`config.mk`:
```
export PLATFORM = sky130hd
export DESIGN_NAME = ptw_walker
export DESIGN_NICKNAME = d
export VERILOG_FILES = /design/src/rtl/ptw_pkg.sv /design/src/rtl/ptw_entry_eval.sv /design/src/rtl/ptw_addr_gen.sv /design/src/rtl/ptw_walker.sv
export SDC_FILE = /design/constraint.sdc
export NUM_CORES = 1
export LEC_CHECK = 0
export ABC_AREA = 1
export BUFFER_PORTS_ARGS = -buffer_cell sky130_fd_sc_hd__buf_2
export CORE_AREA = 8 8 119 121
export DETAILED_ROUTE_END_ITERATION = 12
export DIE_AREA = 0 0 127 129
export PLACE_DENSITY = 0.75
export REMOVE_ABC_BUFFERS = 1
export SYNTH_ARGS = -nofsm -noshare
export SYNTH_HDL_FRONTEND = slang
export SYNTH_SLANG_ARGS = --single-unit
export TNS_END_PERCENT = 1
```
`constraint.sdc`:
```
create_clock -name clk_i -period 2.9 [get_ports clk_i]
set_input_delay 0.29 -clock clk_i [delete_from_list [all_inputs] [get_ports clk_i]]
set_output_delay 0.29 -clock clk_i [all_outputs]
set_load 0.05 [all_outputs]
```
`src/rtl/ptw_pkg.sv`:
```
package ptw_pkg;

   // flag positions inside a translation entry
   localparam int ENT_P  = 0;
   localparam int ENT_RW = 1;
   localparam int ENT_US = 2;
   localparam int ENT_A  = 5;
   localparam int ENT_D  = 6;
   localparam int ENT_PS = 7;

   typedef enum logic [1:0] {
      FLT_NONE    = 2'd0,
      FLT_NOTPRES = 2'd1,
      FLT_PROT    = 2'd2
   } fault_e;

   typedef enum logic [2:0] {
      ST_IDLE,
      ST_DIR_RD,
      ST_DIR_WR,
      ST_TBL_RD,
      ST_TBL_WR
   } walk_state_e;

endpackage

```
`src/rtl/ptw_entry_eval.sv`:
```
module ptw_entry_eval
   import ptw_pkg::*;
#(
   parameter int WORD_W = 32,
   parameter bit SET_AD = 1'b1
) (
   input  logic [WORD_W-1:0] entry_i,
   input  logic              final_i,
   input  logic              want_write_i,
   input  logic              want_user_i,
   input  logic              up_rw_i,
   input  logic              up_us_i,
   output logic              present_o,
   output logic              large_o,
   output logic              perm_ok_o,
   output logic              need_wb_o,
   output logic [WORD_W-1:0] wb_data_o
);

   logic rw_eff, us_eff, set_dirty;

   initial begin
      if (WORD_W <= ENT_PS) $error("entry word too narrow for flag field");
   end

   assign present_o = entry_i[ENT_P];
   assign large_o   = entry_i[ENT_PS];
   assign rw_eff    = up_rw_i & entry_i[ENT_RW];
   assign us_eff    = up_us_i & entry_i[ENT_US];
   assign perm_ok_o = !(want_write_i && !rw_eff) && !(want_user_i && !us_eff);
   assign set_dirty = final_i & want_write_i;

   generate
      if (SET_AD) begin : g_ad_update
         always_comb begin
            wb_data_o         = entry_i;
            wb_data_o[ENT_A]  = 1'b1;
            if (set_dirty) wb_data_o[ENT_D] = 1'b1;
            need_wb_o = !entry_i[ENT_A] || (set_dirty && !entry_i[ENT_D]);
         end
      end else begin : g_ad_none
         assign wb_data_o = entry_i;
         assign need_wb_o = 1'b0;
      end
   endgenerate

endmodule

```
`src/rtl/ptw_addr_gen.sv`:
```
module ptw_addr_gen #(
   parameter int DIR_IDX_W = 10,
   parameter int TBL_IDX_W = 10,
   parameter int OFF_W     = 12,
   parameter int WORD_W    = 32,
   localparam int VA_W     = DIR_IDX_W + TBL_IDX_W + OFF_W,
   localparam int FRAME_W  = WORD_W - OFF_W,
   localparam int LARGE_W  = WORD_W - TBL_IDX_W - OFF_W,
   localparam int BYTE_SH  = $clog2(WORD_W / 8)
) (
   input  logic [FRAME_W-1:0] root_frame_i,
   input  logic [FRAME_W-1:0] pde_frame_i,
   input  logic [FRAME_W-1:0] leaf_frame_i,
   input  logic [VA_W-1:0]    va_i,
   output logic [WORD_W-1:0]  dir_addr_o,
   output logic [WORD_W-1:0]  tbl_addr_o,
   output logic [WORD_W-1:0]  small_pa_o,
   output logic [WORD_W-1:0]  large_pa_o
);

   logic [DIR_IDX_W-1:0] dir_idx;
   logic [TBL_IDX_W-1:0] tbl_idx;
   logic [OFF_W-1:0]     off;

   initial begin
      if (VA_W != WORD_W)               $error("linear address must fill one word");
      if (DIR_IDX_W + BYTE_SH != OFF_W) $error("directory must fill one frame");
      if (TBL_IDX_W + BYTE_SH != OFF_W) $error("table must fill one frame");
   end

   assign {dir_idx, tbl_idx, off} = va_i;

   assign dir_addr_o = {root_frame_i, dir_idx, {BYTE_SH{1'b0}}};
   assign tbl_addr_o = {pde_frame_i, tbl_idx, {BYTE_SH{1'b0}}};
   assign small_pa_o = {leaf_frame_i, off};
   assign large_pa_o = {leaf_frame_i[FRAME_W-1 -: LARGE_W], tbl_idx, off};

endmodule

```
`src/rtl/ptw_walker.sv`:
```
module ptw_walker
   import ptw_pkg::*;
#(
   parameter int DIR_IDX_W = 10,
   parameter int TBL_IDX_W = 10,
   parameter int OFF_W     = 12,
   parameter int WORD_W    = 32,
   parameter bit SET_AD    = 1'b1,
   localparam int VA_W     = DIR_IDX_W + TBL_IDX_W + OFF_W,
   localparam int FRAME_W  = WORD_W - OFF_W
) (
   input  logic               clk_i,
   input  logic               rst_ni,
   input  logic               paging_en_i,
   input  logic [FRAME_W-1:0] root_frame_i,
   input  logic               req_valid_i,
   output logic               req_ready_o,
   input  logic [VA_W-1:0]    req_vaddr_i,
   input  logic               req_write_i,
   input  logic               req_user_i,
   output logic               rsp_valid_o,
   output logic [WORD_W-1:0]  rsp_paddr_o,
   output logic               rsp_fault_o,
   output logic [1:0]         rsp_fault_kind_o,
   output logic               rsp_fault_lvl_o,
   output logic               mem_req_o,
   output logic               mem_we_o,
   output logic [WORD_W-1:0]  mem_addr_o,
   output logic [WORD_W-1:0]  mem_wdata_o,
   input  logic               mem_ack_i,
   input  logic [WORD_W-1:0]  mem_rdata_i
);

   walk_state_e        state_q, state_d;
   logic [VA_W-1:0]    va_q;
   logic               wr_q, usr_q;
   logic [WORD_W-1:0]  ent_q, ent_d;
   logic [FRAME_W-1:0] pde_frame_q;
   logic               pde_rw_q, pde_us_q;
   logic               grab_pde;

   logic               rsp_valid_q, done_c;
   logic [WORD_W-1:0]  rsp_pa_q, done_pa;
   fault_e             kind_q, done_kind;
   logic               lvl_q, done_lvl;

   logic               in_read;
   logic               ev_final, ev_up_rw, ev_up_us;
   logic               ev_present, ev_large, ev_perm_ok, ev_need_wb;
   logic [WORD_W-1:0]  ev_wb;
   logic [FRAME_W-1:0] leaf_frame;
   logic [WORD_W-1:0]  dir_addr, tbl_addr, small_pa, large_pa;

   // entry evaluation: fed by the word that just arrived
   assign in_read  = (state_q == ST_DIR_RD) || (state_q == ST_TBL_RD);
   assign ev_final = (state_q == ST_DIR_RD) ? mem_rdata_i[ENT_PS] : 1'b1;
   assign ev_up_rw = (state_q == ST_TBL_RD) ? pde_rw_q : 1'b1;
   assign ev_up_us = (state_q == ST_TBL_RD) ? pde_us_q : 1'b1;

   ptw_entry_eval #(
      .WORD_W (WORD_W),
      .SET_AD (SET_AD)
   ) u_eval (
      .entry_i      (mem_rdata_i),
      .final_i      (ev_final),
      .want_write_i (wr_q),
      .want_user_i  (usr_q),
      .up_rw_i      (ev_up_rw),
      .up_us_i      (ev_up_us),
      .present_o    (ev_present),
      .large_o      (ev_large),
      .perm_ok_o    (ev_perm_ok),
      .need_wb_o    (ev_need_wb),
      .wb_data_o    (ev_wb)
   );

   assign leaf_frame = in_read ? mem_rdata_i[WORD_W-1:OFF_W] : ent_q[WORD_W-1:OFF_W];

   ptw_addr_gen #(
      .DIR_IDX_W (DIR_IDX_W),
      .TBL_IDX_W (TBL_IDX_W),
      .OFF_W     (OFF_W),
      .WORD_W    (WORD_W)
   ) u_addr (
      .root_frame_i (root_frame_i),
      .pde_frame_i  (pde_frame_q),
      .leaf_frame_i (leaf_frame),
      .va_i         (va_q),
      .dir_addr_o   (dir_addr),
      .tbl_addr_o   (tbl_addr),
      .small_pa_o   (small_pa),
      .large_pa_o   (large_pa)
   );

   // next-state and result selection
   always_comb begin
      state_d   = state_q;
      ent_d     = ent_q;
      grab_pde  = 1'b0;
      done_c    = 1'b0;
      done_pa   = '0;
      done_kind = FLT_NONE;
      done_lvl  = 1'b0;
      unique case (state_q)
         ST_IDLE: begin
            if (req_valid_i) begin
               if (!paging_en_i) begin
                  done_c  = 1'b1;
                  done_pa = req_vaddr_i;
               end else begin
                  state_d = ST_DIR_RD;
               end
            end
         end
         ST_DIR_RD: begin
            if (mem_ack_i) begin
               if (!ev_present) begin
                  done_c    = 1'b1;
                  done_kind = FLT_NOTPRES;
               end else if (ev_large && !ev_perm_ok) begin
                  done_c    = 1'b1;
                  done_kind = FLT_PROT;
               end else begin
                  grab_pde = 1'b1;
                  ent_d    = ev_need_wb ? ev_wb : mem_rdata_i;
                  if (ev_need_wb) begin
                     state_d = ST_DIR_WR;
                  end else if (ev_large) begin
                     done_c  = 1'b1;
                     done_pa = large_pa;
                  end else begin
                     state_d = ST_TBL_RD;
                  end
               end
            end
         end
         ST_DIR_WR: begin
            if (mem_ack_i) begin
               if (ent_q[ENT_PS]) begin
                  done_c  = 1'b1;
                  done_pa = large_pa;
               end else begin
                  state_d = ST_TBL_RD;
               end
            end
         end
         ST_TBL_RD: begin
            if (mem_ack_i) begin
               if (!ev_present) begin
                  done_c    = 1'b1;
                  done_kind = FLT_NOTPRES;
                  done_lvl  = 1'b1;
               end else if (!ev_perm_ok) begin
                  done_c    = 1'b1;
                  done_kind = FLT_PROT;
                  done_lvl  = 1'b1;
               end else begin
                  ent_d = ev_need_wb ? ev_wb : mem_rdata_i;
                  if (ev_need_wb) begin
                     state_d = ST_TBL_WR;
                  end else begin
                     done_c  = 1'b1;
                     done_pa = small_pa;
                  end
               end
            end
         end
         ST_TBL_WR: begin
            if (mem_ack_i) begin
               done_c  = 1'b1;
               done_pa = small_pa;
            end
         end
         default: state_d = ST_IDLE;
      endcase
      if (done_c) state_d = ST_IDLE;
   end

   always_ff @(posedge clk_i or negedge rst_ni) begin
      if (!rst_ni) begin
         state_q     <= ST_IDLE;
         va_q        <= '0;
         wr_q        <= 1'b0;
         usr_q       <= 1'b0;
         ent_q       <= '0;
         pde_frame_q <= '0;
         pde_rw_q    <= 1'b0;
         pde_us_q    <= 1'b0;
         rsp_valid_q <= 1'b0;
         rsp_pa_q    <= '0;
         kind_q      <= FLT_NONE;
         lvl_q       <= 1'b0;
      end else begin
         state_q     <= state_d;
         ent_q       <= ent_d;
         rsp_valid_q <= done_c;
         if (state_q == ST_IDLE && req_valid_i) begin
            va_q  <= req_vaddr_i;
            wr_q  <= req_write_i;
            usr_q <= req_user_i;
         end
         if (grab_pde) begin
            pde_frame_q <= mem_rdata_i[WORD_W-1:OFF_W];
            pde_rw_q    <= mem_rdata_i[ENT_RW];
            pde_us_q    <= mem_rdata_i[ENT_US];
         end
         if (done_c) begin
            rsp_pa_q <= done_pa;
            kind_q   <= done_kind;
            lvl_q    <= done_lvl;
         end
      end
   end

   assign req_ready_o      = (state_q == ST_IDLE);
   assign rsp_valid_o      = rsp_valid_q;
   assign rsp_paddr_o      = rsp_pa_q;
   assign rsp_fault_kind_o = kind_q;
   assign rsp_fault_o      = (kind_q != FLT_NONE);
   assign rsp_fault_lvl_o  = lvl_q;

   assign mem_req_o   = (state_q != ST_IDLE);
   assign mem_we_o    = (state_q == ST_DIR_WR) || (state_q == ST_TBL_WR);
   assign mem_addr_o  = (state_q == ST_DIR_RD || state_q == ST_DIR_WR) ? dir_addr : tbl_addr;
   assign mem_wdata_o = ent_q;

   // pass-through answers in the next cycle with the same address
   p_passthru_r1: assert property (@(posedge clk_i) disable iff (!rst_ni)
      (req_valid_i && req_ready_o && !paging_en_i) |=>
         (rsp_valid_o && !rsp_fault_o && rsp_paddr_o == $past(req_vaddr_i)));

   // an unacknowledged transfer keeps address and direction
   p_hold_req_r2: assert property (@(posedge clk_i) disable iff (!rst_ni)
      (mem_req_o && !mem_ack_i) |=>
         (mem_req_o && $stable(mem_addr_o) && $stable(mem_we_o)));

   // a faulting result carries no address
   p_fault_pa_r5: assert property (@(posedge clk_i) disable iff (!rst_ni)
      (rsp_valid_o && rsp_fault_o) |-> (rsp_paddr_o == '0));

   // every write-back carries the accessed flag
   p_wb_acc_r7: assert property (@(posedge clk_i) disable iff (!rst_ni)
      (mem_req_o && mem_we_o) |-> mem_wdata_o[ENT_A]);

   // no new request is taken while memory is in use
   p_busy_r9: assert property (@(posedge clk_i) disable iff (!rst_ni)
      mem_req_o |-> !req_ready_o);

   // a result is only presented when the walker is idle
   p_rsp_idle_r10: assert property (@(posedge clk_i) disable iff (!rst_ni)
      rsp_valid_o |-> (req_ready_o && !mem_req_o));

endmodule

```
======== Word level (Yosys, flattened, before mapping) ========
Cells that the tools add are included.
storage, ports and cells
  register bits after elaboration ......... 127
cells by class
  bitwise gates (word level) .............. 3
  reduce and logical (&&, ||, !) cells .... 23
  mux-type cells .......................... 74
  equality and inequality tests ........... 23
operators by type and width
  kind                count
  $mux 32             21
  $pmux 32 s5         1
  $pmux 32 s2         1
  $mux 3              14
  $ne 3x3->1 const B  9
  $mux 1              26
  $mux 20             1
  $pmux 3 s5          1
  $ne 2x2->1 const B  7
  $reduce_and 13->1   1
  $mux 2              6
  $logic_not 1->1     7
  $mux 7              1
  $reduce_and 7->1    1
  $eq 3x2->1 const B  2
  $logic_and 1x1->1   6
  $ne 3x2->1 const B  2
  $pmux 1 s5          1
  $logic_or 1x1->1    4
  $ne 4x4->1 const B  1
  $pmux 2 s2          1
  $reduce_bool 2->1   2
  $and 1x1->1         3
  $eq 3x1->1 const B  1
  other kinds (3)     3

======== Longest topological paths before layout ========
Gate-level depths: netlist of run 1.
  depth in word-level cells ............... 15
  depth in mapped cells ................... 15
  mapped depth without buffers ............ 13

======== Hierarchy ========
Synthesis of run 1 repeated with hierarchy kept, for this count alone.
unflattened totals
  cell total of the unflattened synthesis .. 1061
  area total of the unflattened synthesis .. 7816.2 um^2
by module, submodules not included
  module          cells an instance  area an instance (um^2)  instances  seq. area each (um^2)
  ptw_walker      888                6557.5                   1          3178.0
  ptw_addr_gen    129                964.7                    1          0.0
  ptw_entry_eval  44                 294.0                    1          0.0

======== Worst setup path after synthesis of run 1 ========
OpenSTA, ideal clock, no wires.
  path kind ............................... register -> register
  from .................................... reg state_q[1]
  to ...................................... reg rsp_pa_q[19], in the netlist rsp_paddr_o[19]
  arrival ................................. 3.082 ns
  setup slack ............................. -0.302 ns
  cell stages (with the launch flop) ...... 9
  path through ............................ dfrtp_1 > nor3_1 > inv_1 > nor2_1 > nand2_1 > buf_2 > buf_1 > nand3_1 > nand2_1
RTL lines
  element                                    line               RTL
  start, declared                            ptw_walker.sv:34   walk_state_e state_q, state_d;
  start signal, assigned                     ptw_walker.sv:194  state_q <= state_d;
  $logic_not 3->1 (*)                        --
  via req_ready_o                            ptw_walker.sv:17   output logic req_ready_o,
  $pmux 32 s5 or $pmux 1 s5 (tied branches)  ptw_walker.sv:104  unique case (state_q)
  end signal, assigned                       ptw_walker.sv:208  rsp_pa_q <= done_pa;
  end, declared                              ptw_walker.sv:43   logic [WORD_W-1:0] rsp_pa_q, done_pa;
Mark *: on every way through the listed nets, which the timed path passes. The rest lies on a longest branch.
A chain may end at the register's enable or synchronous reset.

======== Worst setup path after layout of run 1 ========
  from .................................... reg state_q[2]
  to ...................................... out mem_addr_o[27]
between the ends
  word-level cells in the longest chain between the ends .. 3
ends and longest elaborated chain
  element                                   line               RTL
  $eq 3x1->1 or $eq 3x2->1 (tied branches)  ptw_walker.sv:224  assign mem_addr_o = (state_q == ST_DIR_RD || state_q == ST_DIR_WR) ? dir_addr : tbl_addr;
  $logic_or 1x1->1 (*)                      ptw_walker.sv:224
  $mux 32 (*)                               ptw_walker.sv:224
  end, declared                             ptw_walker.sv:28   output logic [WORD_W-1:0] mem_addr_o,
Every way passes the cells marked *; elsewhere a longest branch is shown, timed or not.

==> flow_summary.yaml, run 1 <==
global_route:
  antenna_found_initial: 1
  grt_pass1_vias: 5651
  grt_max_degree: 67
  grt_use_total: 0.220
  overflow: 0
  grt_pass1_wl_mm: 28.3
floorplan:
  coreArea_mm2: 0.0123
  initial_utilization: 0.488
  die_width_um: 127
  die_area_mm2: 0.0164
  fp.dieH_um: 129
  pin_count: 195
  std_cell_rows: 41
placed_design:
  place_hpwl_mm: 12.7
  io_buffers: 192
  place_inst: 1027
  post_dp_cell_area_mm2: 0.00709
  globalplace.congestion: 0.931
drt:
  drt-vias-per-instance: 5.28
  post_drt_wl_per_cell_um: 16.8
  drt_first_pass_iters: 5
  vias: 5563
  dr.first_iter.drc_count: 438
  final_antenna_net_count: 0
  drt_wl_total_mm: 17.7
  route.detailed.drc: 0
power_and_ir_drop:
  p_total_mw: 10.7
  ir_drop_v: 0.000782
  power_density_mw_per_mm2: 1410
  leakage_nw: 4.08
synthesis:
  yosysSeqAreaShare: 0.529
  synth.avg_cell_area_um2: 8.44
  synth_cell_types: 28
  synth_area_mm2: 0.00601
  yosysWarnings: 0
  synthCells: 712
  synth-seq-cells: 127
sta:
  grt_setup_unrepaired: "false"
  final_max_slew_viol_count: 0
  setup-tns-final_ns: 0
  setup_viol: 0
  finalCritPeriodShare: 0.914
  finalHoldViolCount: 0
  slew_headroom: 0.414
  worstMarginPinSlew_ns: 0.878
  clock.fmax_ghz: 0.377
  period_minus_slack_ns: 2.65
  skew_ns: 0.00792
final_layout:
  drive_above_1_share: 0.304
  area.growth.synth_to_final_pct: 26.5
  fin_area_mm2: 0.00760
  fin_cells: 1054
  n_antenna_cell: 0
  utilization: 0.617
  fill_cells: 1101
  final_nets: 988
worst_setup_path:
  critPathKind: "flop to output port"
  critPathMaxFanout: 15
  critPathArrivalTime_ns: 2.36
  cp_data_required_time_ns: 2.61
  worstSetupStartpointType: "flop"
  critical_path.endpoint_type: "output port"
outcome:
  outcome: "finished clean"
clocking:
  clock-sinks: 127
  cts_max_path_buffers: 2
  cts_tree: "done"
  numCtsBuffers: 17
  clk_pin_slew_ns: 0.05
  htreeDepth: 4
  cts_root_buf: "clkbuf_16"
  worstSkewPairLatency_ns: 0.41
job:
  max_cap_violations: 0
min_path:
  hp-class: "input port to flop"
-- cells in the mapped netlist --
cell	count	area, µm²
a211oi_1	11	82.6
a21oi_1	4	20.0
a22oi_1	9	67.6
buf_1	4	15.0
buf_2	21	105
buf_4	3	22.5
buf_6	4	45.0
clkbuf_1	10	37.5
conb_1	1	3.75
dfrtp_1	127	3180
inv_1	54	203
inv_2	2	7.51
mux2_2	31	349
nand2_1	223	837
nand2_2	4	25.0
nand3_1	67	335
nand4_1	5	31.3
nor2_1	39	146
nor2_2	3	18.8
nor2_4	1	11.3
nor3_1	4	20.0
o2111ai_1	1	8.76
o211ai_1	2	15.0
o21a_1	1	7.51
o21ai_0	63	315
o21ai_1	15	75.1
o21ai_4	1	16.3
or2_2	2	12.5
-- cells by family after synthesis --
family,synth area share
compound gates,0.101
simple gates,0.239
mux,0.0581
buf+inv,0.0724
flops,0.529
other cells,0.000624
-- sequential cells by signal, summed over array words and instances (netlist names) --
name / flops
pde_rw_q: 1
va_q: 32
rsp_valid_o: 1
rsp_fault_kind_o: 2
rsp_fault_lvl_o: 1
wr_q: 1
pde_us_q: 1
rsp_paddr_o: 32
usr_q: 1
pde_frame_q: 20
state_q: 3
mem_wdata_o: 32
-- cell type report --
cell class | count | area (µm²) | area share
repair buffers | 207 | 1110 | 0.146
inverters | 56 | 210 | 0.0276
multi-input cells | 488 | 2420 | 0.318
clock inverters | 2 | 10.0 | 0.00132
flip-flops and latches | 127 | 3180 | 0.418
clock buffers | 24 | 492 | 0.0647
well taps | 150 | 188 | 0.0247
-- where the power goes --
group	leakage [nW]	internal [mW]	switching, mW
clock network	0.250	1.15	0.693
logic	2.25	1.43	4.42
registers	1.58	2.58	0.435
total	4.08	5.16	5.55
-- worst paths after layout --
path | from | end | slack (ns) | depth (start not counted)
min in group asynchronous | rst_ni | rsp_paddr_o[2]$_DFFE_PN0P_ | 0.42 | 2
worst min register to register | va_q[27]$_DFFE_PN0P_ | va_q[27]$_DFFE_PN0P_ | 0.47 | 2
worst max register to register | state_q[1]$_DFFE_PN0P_ | rsp_paddr_o[15]$_DFFE_PN0P_ | 0.35 | 8
worst min-delay path | mem_rdata_i[10] | mem_wdata_o[10]$_DFFE_PN0P_ | 0.09 | 3
worst max-delay path | state_q[2]$_DFFE_PN0P_ | mem_addr_o[27] | 0.25 | 8
max in group asynchronous | rst_ni | mem_wdata_o[1]$_DFFE_PN0P_ | 1.73 | 3
-- cells in the final DEF, fill, tap and decap left out, drive strengths merged --
master / synthesis / final
a211oi: 11 / 11
nand2: 227 / 227
nand4: 5 / 5
o211ai: 2 / 2
o21a: 1 / 1
nor3: 4 / 4
clkinv: 0 / 2
o2111ai: 1 / 1
or2: 2 / 2
nor2: 43 / 43
buf: 32 / 206
o21ai: 79 / 79
mux2: 31 / 31
inv: 56 / 56
conb: 1 / 2
a22oi: 9 / 9
a21oi: 4 / 4
dfrtp: 127 / 127
dlygate4sd3: 0 / 1
nand3: 67 / 67
clkbuf: 10 / 24
-- stage by stage --
| stage | setup slack [ns] | hold WS, ns |
|---|---|---|
| final | 0.248 | 0.0870 |
| after global routing | 0.110 | 0.0750 |
| after CTS | 0.100 | 0.0688 |
| after detailed placement | 0.424 | 0.306 |
| after global placement | 0.461 | 0.304 |
| after floorplan | -2.90 | -0.00559 |
-- layer usage --
metal	up-vias	routed length, µm	track usage	part of all wire
met2	219	8620	0.364	0.49
met1	2632	7330	0.266	0.41
li1	2680	-	-	-
met5	-	10	0	0.00056
met4	2	322	0.0868	0.018
met3	30	1440	0.0674	0.081
-- worst max-delay path: stages, from the launching register on --
cell and delay [ns]:
dfrtp_1 0.46, nor2_2 0.17, inv_2 0.05, nor2_1 0.12, inv_1 0.14, nand2_4 0.21, buf_4 0.23, mux2_2 0.34
buf_2 0.21
-- repair_timing --
| item | 4_1_cts | 5_1_grt |
|---|---|---|
| setup endpoints to repair | 0 | 7 |
| hold endpoints to repair | 61 | 0 |
| setup buffers | 0 | 0 |
| hold buffers | 1 | 0 |
| resized for setup | 0 | 1 |
Power figures use the tool's default switching activity.
==> run 2: changes to the inputs <==
--- a/config.mk
+++ b/config.mk
@@ -7,10 +7,10 @@
 export LEC_CHECK = 0
 export ABC_AREA = 1
 export BUFFER_PORTS_ARGS = -buffer_cell sky130_fd_sc_hd__buf_2
-export CORE_AREA = 8 8 119 121
+export CORE_AREA = 8 8 124 126
 export DETAILED_ROUTE_END_ITERATION = 12
-export DIE_AREA = 0 0 127 129
-export PLACE_DENSITY = 0.75
+export DIE_AREA = 0 0 132 134
+export PLACE_DENSITY = 0.72
 export REMOVE_ABC_BUFFERS = 1
 export SYNTH_ARGS = -nofsm -noshare
 export SYNTH_HDL_FRONTEND = slang
==> constraint.sdc (replaced) <==
create_clock -name clk_i -period 2.13 [get_ports clk_i]
set_input_delay 0.213 -clock clk_i [delete_from_list [all_inputs] [get_ports clk_i]]
set_output_delay 0.213 -clock clk_i [all_outputs]
set_load 0.05 [all_outputs]
==> run 2 against run 1 <==
The run now ends with setup timing left. Hold slack lost 0.068 ns. Die area is 8.0% higher. Clock power is 52% higher. Clock-buffer cell count unchanged. Combinational power rose by 62%. Utilization grew 0.43 points. Power up 53%. Largest power group unchanged.
==> flow_summary.yaml, run 2 (synthesized netlist as in run 1, its figures left out) <==
power_and_ir_drop:
  swShare: 0.488
  power.internal_mw: 8.38
  power_density_mw_per_mm2: 1950
  p_clk_frac: 0.170
  pwr-share-comb: 0.578
  pwr-share-seq: 0.252
  ir_drop_v: 0.00114
  switching_power_mw: 7.99
  leakage_nw: 4.41
clocking:
  clock-sinks: 127
  cts_tree: "done"
  worstSkewPairLatency_ns: 0.41
  htreeDepth: 4
  clk_pin_slew_ns: 0.05
  cts_max_path_buffers: 2
  numCtsBuffers: 17
  cts_root_buf: "clkbuf_16"
floorplan:
  initial_utilization: 0.445
  std_cell_rows: 43
  die_width_um: 132
  pin_count: 195
  fp.dieH_um: 134
  coreArea_mm2: 0.0135
  die_area_mm2: 0.0177
sta:
  finalCritPeriodShare: 1.01
  period_minus_slack_ns: 2.15
  finalHoldViolCount: 0
  setup_viol: 14
  clock.fmax_ghz: 0.465
  skew_ns: 0.00580
  final_max_slew_viol_count: 0
  layout_setup_ws_ns: -0.0193
  grt_setup_unrepaired: "true"
  setup-tns-final_ns: -0.162
worst_setup_path:
  critPathArrivalTime_ns: 1.94
  critPathMaxFanout: 9
  reg2reg_slack_ns: 0.15
  cp_data_required_time_ns: 1.92
  r2r_end: "mem_wdata_o[0]$_DFFE_PN0P_"
  critPathKind: "flop to output port"
  r2r_start: "state_q[2]$_DFFE_PN0P_"
  reg2reg_depth: 11
  worstSetupStartpointType: "flop"
  critical_path.endpoint_type: "output port"
drt:
  route.detailed.drc: 0
  drt-vias-per-instance: 5.06
  dr.first_iter.drc_count: 434
  post_drt_wl_per_cell_um: 16.9
  final_antenna_net_count: 0
  vias: 5656
  drt_wl_total_mm: 18.9
  drt_first_pass_iters: 5
final_layout:
  final_nets: 1018
  fill_cells: 1197
  final_common_cell: "nand2_1"
  layout_common_cells: "nand2_1, buf_2, dfrtp_1, nand3_1, o21ai_0"
  area.growth.synth_to_final_pct: 39.7
  fin_area_mm2: 0.00840
  n_antenna_cell: 0
  fin_cells: 1118
  drive_above_1_share: 0.340
min_path:
  min_path_cells: 3
  min_to: "wr_q$_DFFE_PN0P_"
  hp-class: "input port to flop"
  min_from: "req_write_i"
placed_design:
  place_inst: 1069
  dp_slack_ns: 0.0937
  place_hpwl_mm: 13.2
  io_buffers: 192
  post_dp_cell_area_mm2: 0.00726
  globalplace.congestion: 0.846
global_route:
  grt_pass1_vias: 5727
  use_met2: 0.347
  overflow: 0
  globalRouteMet3Util: 0.0625
  antenna_found_initial: 0
  grt_use_total: 0.213
  grt_max_degree: 64
  busiest_layer: "met2"
  grt_use_met1: 0.265
  grt_pass1_wl_mm: 30.2
job:
  max_cap_violations: 0
outcome:
  outcome: "finished, violations left"
  violations: "setup timing"
## run 2: cell count changes in the layout (fill, tap and decap cells not counted), moves of 8 or more
cell / before / now
buf_2: 191 / 161
buf_4: 12 / 29
buf_6: 1 / 16
buf_8: 0 / 13
mux2_2: 31 / 19
mux2_4: 0 / 12
o21ai_0: 63 / 55
## run 2: timing repair
action                                  CTS  global route
setup buffers                             9             1
endpoints found under the hold margin    48             0
gates resized for setup                  83            43
gates cloned                              2             1
hold buffers                              8             0
endpoints found under the setup margin   30            99
pin swaps                                 4             2
## run 2: how the worst max path moves through the flow
stage | slack, ns | from | endpoint | cells past startpoint
final | -0.02 | state_q[2]$_DFFE_PN0P_ | mem_addr_o[16] | 8
after global routing | -0.1 | state_q[2]$_DFFE_PN0P_ | mem_addr_o[13] | 8
after CTS | -0.05 | state_q[2]$_DFFE_PN0P_ | mem_addr_o[27] | 9
after detailed placement | 0.09 | state_q[0]$_DFFE_PN0P_ | mem_addr_o[27] | 9
after global placement | 0.1 | state_q[1]$_DFFE_PN0P_ | mem_addr_o[30] | 7
after floorplan | -3.67 | state_q[1]$_DFFE_PN0P_ | rsp_paddr_o[15]$_DFFE_PN0P_ | 8
## run 2: power groups by stage
| stage | registers (mW) | logic [mW] | clock network (mW) |
|---|---|---|---|
| global placement | 4.11 | 8.10 | 0 |
| detailed placement | 4.14 | 8.18 | 0 |
| finish | 4.13 | 9.46 | 2.79 |
| CTS | 4.11 | 9.25 | 2.83 |
| global route | 4.25 | 10.0 | 2.95 |
| floorplan | 6.00 | 3.93 | 0 |
## run 2: through the flow
stage / total power [mW] / utilization / hold WS [ns]
global route: 17.2 / 0.622 / 0.0109
CTS: 16.2 / 0.614 / 0.00519
floorplan: 9.93 / - / -0.0826
finish: 16.4 / 0.622 / 0.0187
detailed placement: 12.3 / 0.537 / 0.164
global placement: 12.2 / 0.537 / 0.154
## run 2: final cells by class
cell class	instances	area, µm²	share of cell area
Timing Repair Buffer	237	1680	0.200
Tap cell	180	225	0.0268
Clock buffer	24	482	0.0574
Multi-Input combinational cell	488	2530	0.302
Clock inverter	6	83.8	0.00998
Inverter	56	213	0.0253
Sequential cell	127	3180	0.379
## run 2: worst max-delay path, cell delays in order, from the launching register on
cell and delay (ns):
dfrtp_2 0.43, nor2_4 0.13, inv_2 0.06, nor2_4 0.08, inv_2 0.07, nand2_8 0.10, buf_12 0.15, mux2_2 0.34
buf_6 0.16
## run 2: layer usage
metal / wire length, µm / share of wire
met1: 8110 / 0.43
met5: 0 / 0
met2: 9150 / 0.48
met4: 352 / 0.019
met3: 1300 / 0.069
==> run 3: changes to the inputs <==
--- a/config.mk
+++ b/config.mk
@@ -12,6 +12,7 @@
 export DIE_AREA = 0 0 132 134
 export PLACE_DENSITY = 0.72
 export REMOVE_ABC_BUFFERS = 1
+export SETUP_SLACK_MARGIN = 0.02
 export SYNTH_ARGS = -nofsm -noshare
 export SYNTH_HDL_FRONTEND = slang
 export SYNTH_SLANG_ARGS = --single-unit
==> run 3 against run 2 <==
The flow still finishes with violations (setup timing). Worst setup slack improved by 0.0016 ns. Power rose by 2.2%. Die area did not move. Register-to-register slack barely moved. Combinational power rose by 3.6%. Hold slack got worse by 0.0025 ns. Clock power barely moved. Sequential cell count did not move. Sequential share of layout area fell by 0.52 points. Critical path type unchanged. Largest power group unchanged.
==> flow_summary.yaml, run 3 (synthesized netlist as in run 1, its figures left out) <==
min_path:
  min_path_cells: 3
  hp-class: "input port to flop"
global_route:
  overflow: 0
  antenna_found_initial: 0
  grt_pass1_wl_mm: 30.1
  grt_use_total: 0.213
  grt_max_degree: 64
  grt_pass1_vias: 5721
sta:
  setup_viol: 17
  finalCritPeriodShare: 1.01
  skew_ns: 0.00684
  final_max_slew_viol_count: 0
  finalHoldViolCount: 0
  grt_setup_unrepaired: "true"
  clock.fmax_ghz: 0.466
  layout_setup_ws_ns: -0.0177
  setup-tns-final_ns: -0.193
  period_minus_slack_ns: 2.15
drt:
  drt_first_pass_iters: 5
  dr.first_iter.drc_count: 372
  final_antenna_net_count: 0
  vias: 5687
  route.detailed.drc: 0
  post_drt_wl_per_cell_um: 17.3
  drt_wl_total_mm: 19.4
  drt-vias-per-instance: 5.08
floorplan:
  pin_count: 195
  initial_utilization: 0.445
  die_width_um: 132
  fp.dieH_um: 134
  die_area_mm2: 0.0177
  std_cell_rows: 43
  coreArea_mm2: 0.0135
final_layout:
  fill_cells: 1171
  fin_cells: 1120
  final_common_cell: "nand2_1"
  drive_above_1_share: 0.346
  n_antenna_cell: 0
  layout_common_cells: "nand2_1, buf_2, dfrtp_1, nand3_1"
  final_nets: 1020
  utilization: 0.630
  area.growth.synth_to_final_pct: 41.6
worst_setup_path:
  cp_data_required_time_ns: 1.92
  worstSetupStartpointType: "flop"
  critPathKind: "flop to output port"
  slowest_stage: "dfrtp_2"
  critPathMaxFanout: 6
  cp.depth: 8
  critical_path.endpoint_type: "output port"
  max_stage_delay_ns: 0.43
  path_buf_inv: 4
  crit_chain: "nor2_4 > inv_2 > nor2_4 > inv_2 > nand2_8 > clkbuf_16 > mux2_4 > buf_8"
  critPathArrivalTime_ns: 1.93
  reg2reg_depth: 11
  cp_top_family: "buffers and inverters"
power_and_ir_drop:
  ir_drop_v: 0.00114
  leakage_nw: 4.48
  power_density_mw_per_mm2: 1970
outcome:
  violations: "setup timing"
  outcome: "finished, violations left"
placed_design:
  place_hpwl_mm: 13.2
  io_buffers: 192
  globalplace.congestion: 0.846
  place_inst: 1069
clocking:
  cts_max_path_buffers: 2
  worstSkewPairLatency_ns: 0.41
  cts_tree: "done"
  cts_root_buf: "clkbuf_16"
  htreeDepth: 4
  clock-sinks: 127
  numCtsBuffers: 17
  clk_pin_slew_ns: 0.05
job:
  max_cap_violations: 0
## run 3: changes by cell type in the layout (fill, tap and decap cells not counted), sizes merged
cell and change:
buf +2
## run 3: worst min-delay path, stage by stage
cell and delay [ns]:
buf_2 0.08, nand2_1 0.04, o21ai_0 0.06
## run 3: worst paths after layout
check / to / startpoint / slack [ns]
worst max-delay path: mem_addr_o[26] / state_q[2]$_DFFE_PN0P_ / -0.02
worst min-delay path: wr_q$_DFFE_PN0P_ / req_write_i / 0.02
max in group asynchronous: state_q[2]$_DFFE_PN0P_ / rst_ni / 1.13
worst max register to register: mem_wdata_o[5]$_DFFE_PN0P_ / state_q[2]$_DFFE_PN0P_ / 0.16
worst min register to register: mem_wdata_o[5]$_DFFE_PN0P_ / mem_wdata_o[5]$_DFFE_PN0P_ / 0.46
min in group asynchronous: rsp_paddr_o[4]$_DFFE_PN0P_ / rst_ni / 0.28
## run 3: report_power, final
| group | total (mW) | leakage, nW | switching [mW] | internal [mW] |
|---|---|---|---|---|
| clock | 2.80 | 0.280 | 1.00 | 1.80 |
| combinational | 9.80 | 2.62 | 6.49 | 3.31 |
| sequential | 4.14 | 1.58 | 0.624 | 3.51 |
## run 3: layout make-up
class / count / area, µm² / area share
repair buffers: 239 / 1750 / 0.206
multi-input cells: 488 / 2570 / 0.302
well taps: 180 / 225 / 0.0265
flip-flops and latches: 127 / 3180 / 0.374
clock buffers: 24 / 482 / 0.0566
clock inverters: 6 / 83.8 / 0.00985
inverters: 56 / 213 / 0.0250
## run 3: timing repair
item | in CTS | in global routing
endpoints found under the setup margin | 30 | 104
hold buffers | 8 | 0
resized for setup | 84 | 69
endpoints found under the hold margin | 48 | 0
cloned | 2 | 2
pin swaps | 4 | 2
setup buffers | 9 | 2
## run 3: routing by layer
| metal | track usage | routed length (µm) | up-vias |
|---|---|---|---|
| met5 | 0 | 0 | - |
| met2 | 0.347 | 9510 | 189 |
| met4 | 0.0772 | 357 | 0 |
| met1 | 0.265 | 8230 | 2714 |
| li1 | - | - | 2757 |
| met3 | 0.0625 | 1270 | 27 |
## run 3: metrics by stage
stage               worst slack (ns)  power (mW)  hold slack [ns]  area [µm²]
floorplan                      -3.67        9.93          -0.0826        5790
global placement              0.0985        12.2            0.154        7260
detailed placement            0.0937        12.3            0.164        7260
CTS                          -0.0514        16.2          0.00519        8290
global route                 -0.0873        17.6           0.0109        8510
finish                       -0.0177        16.7           0.0162        8510
